--- src/rtl/adc_bus_pkg.sv ---
package adc_bus_pkg;
  typedef enum logic [1:0] {
    ST_IDLE,
    ST_ACQ,
    ST_CONV,
    ST_STALL
  } seq_state_e;
endpackage

--- src/rtl/adc_seq_ctrl.sv ---
module adc_seq_ctrl
  import adc_bus_pkg::*;
#(
  parameter int DATA_W     = 8,
  parameter int HOLD_EDGES = 3,
  localparam int IDX_W     = $clog2(DATA_W),
  localparam int ACQ_W     = $clog2(HOLD_EDGES + 1)
) (
  input  logic             clk_i,
  input  logic             rst_ni,
  input  logic             strobe_i,
  output logic             capture_o,
  output logic             step_o,
  output logic [IDX_W-1:0] bit_idx_o,
  output logic             load_o,
  output logic             busy_o,
  output logic             hold_o
);
  seq_state_e       state_q, state_d;
  logic [ACQ_W-1:0] acq_q, acq_d;
  logic [IDX_W-1:0] bit_q, bit_d;
  logic             acq_done, last_bit;

  assign acq_done = (acq_q == ACQ_W'(HOLD_EDGES - 1));
  assign last_bit = (bit_q == '0);

  always_comb begin
    state_d   = state_q;
    acq_d     = acq_q;
    bit_d     = bit_q;
    capture_o = 1'b0;
    step_o    = 1'b0;
    load_o    = 1'b0;
    unique case (state_q)
      ST_IDLE: if (strobe_i) begin
        state_d = ST_ACQ;
        acq_d   = ACQ_W'(1);
      end
      ST_ACQ: begin
        if (acq_done) begin
          capture_o = 1'b1;
          state_d   = ST_CONV;
          bit_d     = IDX_W'(DATA_W - 1);
        end else begin
          acq_d = acq_q + ACQ_W'(1);
        end
      end
      ST_CONV: begin
        step_o = 1'b1;
        if (last_bit) begin
          if (strobe_i) state_d = ST_STALL;
          else begin
            load_o  = 1'b1;
            state_d = ST_IDLE;
          end
        end else begin
          bit_d = bit_q - IDX_W'(1);
        end
      end
      ST_STALL: if (!strobe_i) begin
        load_o  = 1'b1;
        state_d = ST_IDLE;
      end
      default: state_d = ST_IDLE;
    endcase
  end

  always_ff @(posedge clk_i or negedge rst_ni) begin
    if (!rst_ni) begin
      state_q <= ST_IDLE;
      acq_q   <= '0;
      bit_q   <= '0;
    end else begin
      state_q <= state_d;
      acq_q   <= acq_d;
      bit_q   <= bit_d;
    end
  end

  assign bit_idx_o = bit_q;
  assign busy_o    = (state_q != ST_IDLE);
  assign hold_o    = (state_q == ST_CONV) || (state_q == ST_STALL);
endmodule

--- src/rtl/adc_sar_core.sv ---
module adc_sar_core #(
  parameter int DATA_W = 8,
  localparam int IDX_W = $clog2(DATA_W)
) (
  input  logic              clk_i,
  input  logic              rst_ni,
  input  logic              capture_i,
  input  logic [DATA_W-1:0] sample_i,
  input  logic              step_i,
  input  logic [IDX_W-1:0]  bit_idx_i,
  output logic [DATA_W-1:0] result_nxt_o
);
  logic [DATA_W-1:0] held_q, sar_q, sar_d, bit_sel, trial;

  for (genvar g = 0; g < DATA_W; g++) begin : g_sel
    assign bit_sel[g] = (bit_idx_i == IDX_W'(g));
  end

  assign trial = sar_q | bit_sel;

  always_comb begin
    sar_d = sar_q;
    if (capture_i) sar_d = '0;
    else if (step_i && (held_q >= trial)) sar_d = trial;
  end

  always_ff @(posedge clk_i or negedge rst_ni) begin
    if (!rst_ni) begin
      held_q <= '0;
      sar_q  <= '0;
    end else begin
      if (capture_i) held_q <= sample_i;
      sar_q <= sar_d;
    end
  end

  assign result_nxt_o = sar_d;
endmodule

--- src/rtl/adc_out_latch.sv ---
module adc_out_latch #(
  parameter int DATA_W = 8
) (
  input  logic              clk_i,
  input  logic              rst_ni,
  input  logic              load_i,
  input  logic [DATA_W-1:0] result_i,
  input  logic              drive_i,
  output logic [DATA_W-1:0] data_o,
  output logic              data_oe_o
);
  logic [DATA_W-1:0] latch_q;

  always_ff @(posedge clk_i or negedge rst_ni) begin
    if (!rst_ni)     latch_q <= '0;
    else if (load_i) latch_q <= result_i;
  end

  assign data_oe_o = drive_i;
  assign data_o    = drive_i ? latch_q : '0;
endmodule

--- src/rtl/adc_bus_if.sv ---
module adc_bus_if #(
  parameter int DATA_W     = 8,
  parameter int HOLD_EDGES = 3,
  localparam int IDX_W     = $clog2(DATA_W)
) (
  input  logic              clk_i,
  input  logic              rst_ni,
  input  logic              cs_ni,
  input  logic              rd_ni,
  input  logic [DATA_W-1:0] sample_i,
  output logic              busy_o,
  output logic              hold_o,
  output logic [DATA_W-1:0] data_o,
  output logic              data_oe_o
);
  logic             strobe, capture, step, load;
  logic [IDX_W-1:0] bit_idx;
  logic [DATA_W-1:0] result_nxt;

  assign strobe = ~cs_ni & ~rd_ni;

  adc_seq_ctrl #(.DATA_W(DATA_W), .HOLD_EDGES(HOLD_EDGES)) u_seq (
    .clk_i     (clk_i),
    .rst_ni    (rst_ni),
    .strobe_i  (strobe),
    .capture_o (capture),
    .step_o    (step),
    .bit_idx_o (bit_idx),
    .load_o    (load),
    .busy_o    (busy_o),
    .hold_o    (hold_o)
  );

  adc_sar_core #(.DATA_W(DATA_W)) u_sar (
    .clk_i        (clk_i),
    .rst_ni       (rst_ni),
    .capture_i    (capture),
    .sample_i     (sample_i),
    .step_i       (step),
    .bit_idx_i    (bit_idx),
    .result_nxt_o (result_nxt)
  );

  adc_out_latch #(.DATA_W(DATA_W)) u_out (
    .clk_i     (clk_i),
    .rst_ni    (rst_ni),
    .load_i    (load),
    .result_i  (result_nxt),
    .drive_i   (strobe),
    .data_o    (data_o),
    .data_oe_o (data_oe_o)
  );
endmodule

--- config.mk ---
export PLATFORM = sky130hd
export DESIGN_NAME = adc_bus_if
export DESIGN_NICKNAME = d
export VERILOG_FILES = /design/src/rtl/adc_bus_pkg.sv /design/src/rtl/adc_seq_ctrl.sv /design/src/rtl/adc_sar_core.sv /design/src/rtl/adc_out_latch.sv /design/src/rtl/adc_bus_if.sv
export SDC_FILE = /design/constraint.sdc
export NUM_CORES = 1
export LEC_CHECK = 0
export BUFFER_PORTS_ARGS = -buffer_cell sky130_fd_sc_hd__buf_4
export CAP_MARGIN = 20
export CORE_MARGIN = 3
export CORE_UTILIZATION = 59
export CTS_BUF_LIST = sky130_fd_sc_hd__clkbuf_2
export DETAILED_ROUTE_END_ITERATION = 10
export PLACE_DENSITY = 0.81
export SLEW_MARGIN = 30
export SYNTH_ARGS = -nofsm -noshare
export SYNTH_HDL_FRONTEND = slang
export SYNTH_HIERARCHICAL = 1
export SYNTH_SLANG_ARGS = --single-unit
--- constraint.sdc ---
create_clock -name clk_i -period 2.4 [get_ports clk_i]
set_input_delay 0.6 -clock clk_i [delete_from_list [all_inputs] [get_ports clk_i]]
set_output_delay 0.6 -clock clk_i [all_outputs]
set_load 0.005 [all_outputs]
# Yosys cells after proc, flatten, opt, wreduce, memory -nomap -nowiden
# Cells that the tools add are included.
[op_classes]
n_addsub = 2
n_lt_le_gt_ge = 1
n_eq_ne = 17
n_mux = 20
bitwise = 4
n_reduce_logical = 10
[ops]
columns = ["op", "n"]
rows = [
  ["$mux W8", 3],
  ["$eq A3 B3 Y1 const B", 4],
  ["$mux W2", 6],
  ["$ge A8 B8 Y1", 1],
  ["$or A8 B8 Y8", 1],
  ["$pmux W2 S4", 1],
  ["$eq A2 B2 Y1 const B", 3],
  ["$eq A3 B2 Y1 const B", 2],
  ["$mux W3", 2],
  ["$ne A2 B1 Y1 const B", 3],
  ["$ne A2 B2 Y1 const B", 3],
  ["$pmux W3 S2", 1],
  ["$reduce_and A3 Y1", 2],
  ["$reduce_bool A2 Y1", 3],
  ["$mux W1", 5],
  ["$pmux W2 S2", 1],
  ["$reduce_and A4 Y1", 1],
  ["$eq A3 B1 Y1 const B", 1],
  ["$logic_not A3 Y1", 1],
  ["$sub A3 B1 Y3 const B", 1],
  ["$add A2 B1 Y2 const B", 1],
  ["$eq A2 B1 Y1 const B", 1],
  ["$logic_not A2 Y1", 1],
  ["$not A1 Y1", 2],
  ["other kinds (4)", 4],
]
[word_totals]
register_bits = 31
input_bits = 12

# Logic depth before layout (Yosys ltp)
[logic_depth]
depth_word = 6
ltp_mapped = 9
depth_no_buf = 8

# Hierarchy
# The synthesis kept the hierarchy.
[modules_own_cells]
columns = ["mod", "n_inst", "cells_each", "area_each_um2", "seq_area_each_um2"]
rows = [
  ["adc_sar_core", 1, 89, 882.1, 400.4],
  ["adc_seq_ctrl", 1, 44, 429.2, 175.2],
  ["adc_out_latch", 1, 26, 389.1, 200.2],
  ["adc_bus_if", 1, 1, 3.8, 0.0],
]

# Worst setup path before layout
# Ideal clock, no wire load.
[synth_path]
path_kind = "reg2reg"
from = "reg u_seq.bit_q[2] (netlist: u_seq/bit_idx_o[2])"
to = "reg u_out.latch_q[0]"
t_arrival_ps = 1827
setup_slack_ps = 448
path_stages_with_launch = 8
path_buffers = 0
synth_period_minus_slack_ps = 1952
path_cell_list = "dfrtp_1 -> inv_2 -> a31oi_1 -> ha_1 -> a211oi_1 -> a211o_1 -> a31oi_1 -> mux2_4"
[synth_between]
elab_chain_cells = 6
elab_cells_between_ends = 15
cone_classes = "order compare (1); eq/ne (7); mux (4); bitwise (1); reduce/logical (2)"
[synth_lines]
columns = ["element", "line", "source"]
rows = [
  ["from (decl)", "adc_seq_ctrl.sv:21", "logic [IDX_W-1:0] bit_q, bit_d;"],
  ["from (signal assigned)", "adc_seq_ctrl.sv:76", "bit_q <= bit_d;"],
  ["$eq A3 B1 Y1, or another cell as far along", "adc_sar_core.sv:16", "assign bit_sel[g] = (bit_idx_i == IDX_W'(g));"],
  ["$or A8 B8 Y8 *", "adc_sar_core.sv:19", "assign trial = sar_q | bit_sel;"],
  ["$ge A8 B8 Y1", "adc_sar_core.sv:24", "else if (step_i && (held_q >= trial)) sar_d = trial;"],
  ["$logic_and A1 B1 Y1", "adc_sar_core.sv:24", ""],
  ["$mux W8 *", "adc_sar_core.sv:24", ""],
  ["$mux W8 *", "adc_sar_core.sv:23", "if (capture_i) sar_d = '0;"],
  ["named net result_nxt[0]", "adc_bus_if.sv:18", "logic [DATA_W-1:0] result_nxt;"],
  ["to (signal assigned)", "adc_out_latch.sv:16", "else if (load_i) latch_q <= result_i;"],
  ["to (decl)", "adc_out_latch.sv:12", "logic [DATA_W-1:0] latch_q;"],
]
# Mark *: on every way through the listed nets, which the timed path passes. The rest lies on a longest branch.
# A chain may end at the register's enable or synchronous reset.

# Worst setup path in the final report
# Ends and elaborated chain as after synthesis.

==> results.txt <==
Largest net degree at the start of global routing: 32
Hold WC Path Type: in -> async
Status: complete, no violations
Slew Limit Fails: 0
Achievable Freq: 0.434 GHz
Critical path's slowest cell: dfrtp_1
Syn avg cell area: 10.7 um2
Final Hold Viols: 0
Clk sink count: 31
Filler Cell Count: 199
Post-CTS sizing: 0
Post-synth EDFFs: 0
Core Area: 2610 um2
Die Span Y: 59.7 um
R2R depth: 7
Largest delay share family, worst path: compound AO/OA/AOI/OAI gates
Initial antenna violation count: 0
WP data required: 2.67 ns
Most area-consuming cells after synthesis: dfrtp_1 (46%), ha_1 (8.1%), mux2_4 (7.0%), a31oi_1 (5.5%), mux2_2 (4.6%)
Post-synthesis sequential area ratio: 45.5%
P_int: 1260 uW
Critical path launch point type: flop
Clock-pin slew on the worst setup and hold paths: 0.16 ns
Top-count cell post-synth: dfrtp_1
Reg area: 776 um2
Worst-margin pin slew: 0.394 ns
CP Capture Type: flop
PD cells: 1060 nW/um2
Starting Density: 65.2%
Area share of the leading cell type in the synthesized netlist: 45.5%
Worst Path Buf+Inv: 1
Hold-fix buffers at CTS: 0
Drt wl/cell: 15.3 um
Die Wd: 59.7 um
Initial DRC count: 52
Setup slack, reg-to-reg: 0.1 ns
TritonCTS buffer count: 5
First-pass GRT wire length: 5670 um
TritonCTS clock tree: built
Sw Share: 38.8%
Seq pwr share: 38.1%
Synthesized area: 1700 um2
# DRC: 0
Root buffer cell: clkbuf_2
Relative max-transition margin: 73.7%
Cell count after synthesis: 160
Ratio of cells with drive above 1 in the final layout: 30.1%
Die Area: 3570 um2
Rows: 18
Crit path DAT: 2.58 ns
PortBufs: 22
Main synth FF type: dfrtp_1
Vias in the first global route: 1,279
H-tree depth: 2
Setup repair bufs after CTS: 0
NetSw: 801 uW
Aggregate global-route resource usage: 21.6%
Instance count on the critical path: 7
Maxcap violations: 0
Placer Congestion: 0.879
Syn nets: 183
Clock Latency Late Sink: 0.36 ns
Clk network pwr share: 17.0%
Critical path's largest stage delay: 0.53 ns
Vias per inst: 5.99
Critical path class: reg -> reg
Max IR drop VDD: 0.978 mV
Unrepaired setup endpoints after global routing: false
RR Endpoint: u_out/latch_q[0]
Warnings, synthesis: 6
Util after Layout: 74.4%
DR pass1 iterations: 4
Leak: 0.000932 uW
Final setup fails: 0
Num ports: 23
Multi-input logic area: 826 um2
Critical-path cell list: inv_2 > a31oi_1 > ha_1 > a211oi_1 > a211o_1 > a31oi_1 > mux2_4
Comb pwr share: 44.9%
Nets: 208
Routed WL: 3310 um
CP Max Fanout: 8
Asr flop ratio synth: 100%
Fin crit share: 96.0%
Synth-to-Final Area Change: 14.0%
Post-route ant nets: 0
Final min period: 2.30 ns
Synth Register Bits: 31
CP dominant cell by count: a31oi_1
Yosys top cell by area: dfrtp_1
Total number of vias: 1,294
Grt ovf: 0
Post-Route Setup TNS: 0 ns
Clk buf depth: 2
Reg2reg start: u_seq/bit_idx_o[2]
Synth cell types: 38
Post-Route Skew: 0.00886 ns
# diodes: 0
DPL Wire Length: 2330 um
Commonest cells in the netlist: dfrtp_1 (31), nor2_1 (20), a31oi_1 (15)
routing by layer:
metal | share of wire, % | track usage, % | vias up | routed length, um
met3 | 9.3 | 6.26 | 9 | 307
met5 | 0 | 0 | - | 0
li1 | - | - | 615 | -
met4 | 2.6 | 10.8 | 0 | 86
met1 | 43 | 28.2 | 607 | 1410
met2 | 45 | 32.7 | 63 | 1500
power groups by stage:
stage,Sequential (uW),Clock [uW],Combinational [uW]
6_report,785,351,927
5_1_grt,807,376,1040
4_1_cts,784,358,919
3_5_place_dp,795,0,906
3_3_place_gp,781,0,856
2_1_floorplan,743,0,725
placed cells by master, fill, tap and decap left out, drive strengths merged, types with 2 or more instances in the layout:
| cell type | n |
|---|---|
| ha | 11 |
| clkbuf | 5 |
| a21o | 2 |
| o211ai | 2 |
| dfrtp | 31 |
| a31oi | 15 |
| nor2 | 20 |
| or3 | 6 |
| clkinv | 2 |
| and2 | 8 |
| nand2 | 2 |
| inv | 12 |
| buf | 26 |
| a211oi | 3 |
| mux2 | 15 |
| o21ai | 5 |
| a21oi | 6 |
how the worst max path moves through the flow:
stage | end | from
2_1_floorplan | u_out/latch_q[0] | u_seq/bit_idx_o[2]
3_3_place_gp | u_out/latch_q[0] | u_seq/bit_idx_o[2]
3_5_place_dp | u_out/latch_q[0] | u_seq/bit_idx_o[2]
4_1_cts | u_out/latch_q[0] | u_seq/bit_idx_o[2]
5_1_grt | u_out/latch_q[0] | u_seq/bit_idx_o[2]
6_report | u_out/latch_q[0] | u_seq/bit_idx_o[2]
worst register-to-register path, stage by stage (launching register included):
cell      delay [ns]
dfrtp_1         0.53
inv_2           0.10
a31oi_1         0.24
ha_1            0.29
a211oi_1        0.24
a211o_1         0.32
a31oi_1         0.21
mux2_4          0.29
through the flow:
| step | instance area (um2) | hold slack [ns] | instances | total power [uW] | worst slack (ns) |
|---|---|---|---|---|---|
| floorplan | 1700 | 0.304 | 160 | 1470 | 0.448 |
| global placement | 1880 | 0.489 | 208 | 1640 | 0.302 |
| detailed placement | 1880 | 0.492 | 208 | 1700 | 0.160 |
| CTS | 1940 | 0.128 | 216 | 2060 | 0.142 |
| global route | 1940 | 0.129 | 216 | 2220 | 0.0195 |
| finish | 1940 | 0.130 | 216 | 2060 | 0.0970 |
logic make-up (layout without fill, tap and decap cells):
family | Yosys count | in the layout | share of synthesized area, %
xor gates and xnor gates | 1 | 1 | 0.514
muxes | 15 | 15 | 11.7
buffers and inverters | 20 | 46 | 6.02
and+or+nand+nor | 44 | 44 | 13.4
DFF | 31 | 31 | 45.5
adders and majority gates | 11 | 11 | 8.08
AOI/OAI and AO/OA | 38 | 38 | 14.8
final cells by class:
class                           count  share of cell area [%]
Inverter                           12                    2.32
Clock buffer                        5                    1.29
Timing Repair Buffer               26                    10.0
Sequential cell                    31                    39.9
Multi-Input combinational cell    109                    42.5
Clock inverter                      3                    2.00
Tap cell                           30                    1.93
flip-flops by register name, indices dropped and copies added (netlist names):
name	count
u_seq/state_q	2
u_seq/acq_q	2
u_seq/bit_idx_o	3
u_sar/sar_q	8
u_sar/held_q	8
u_out/latch_q	8
Power figures use the tool's default switching activity.
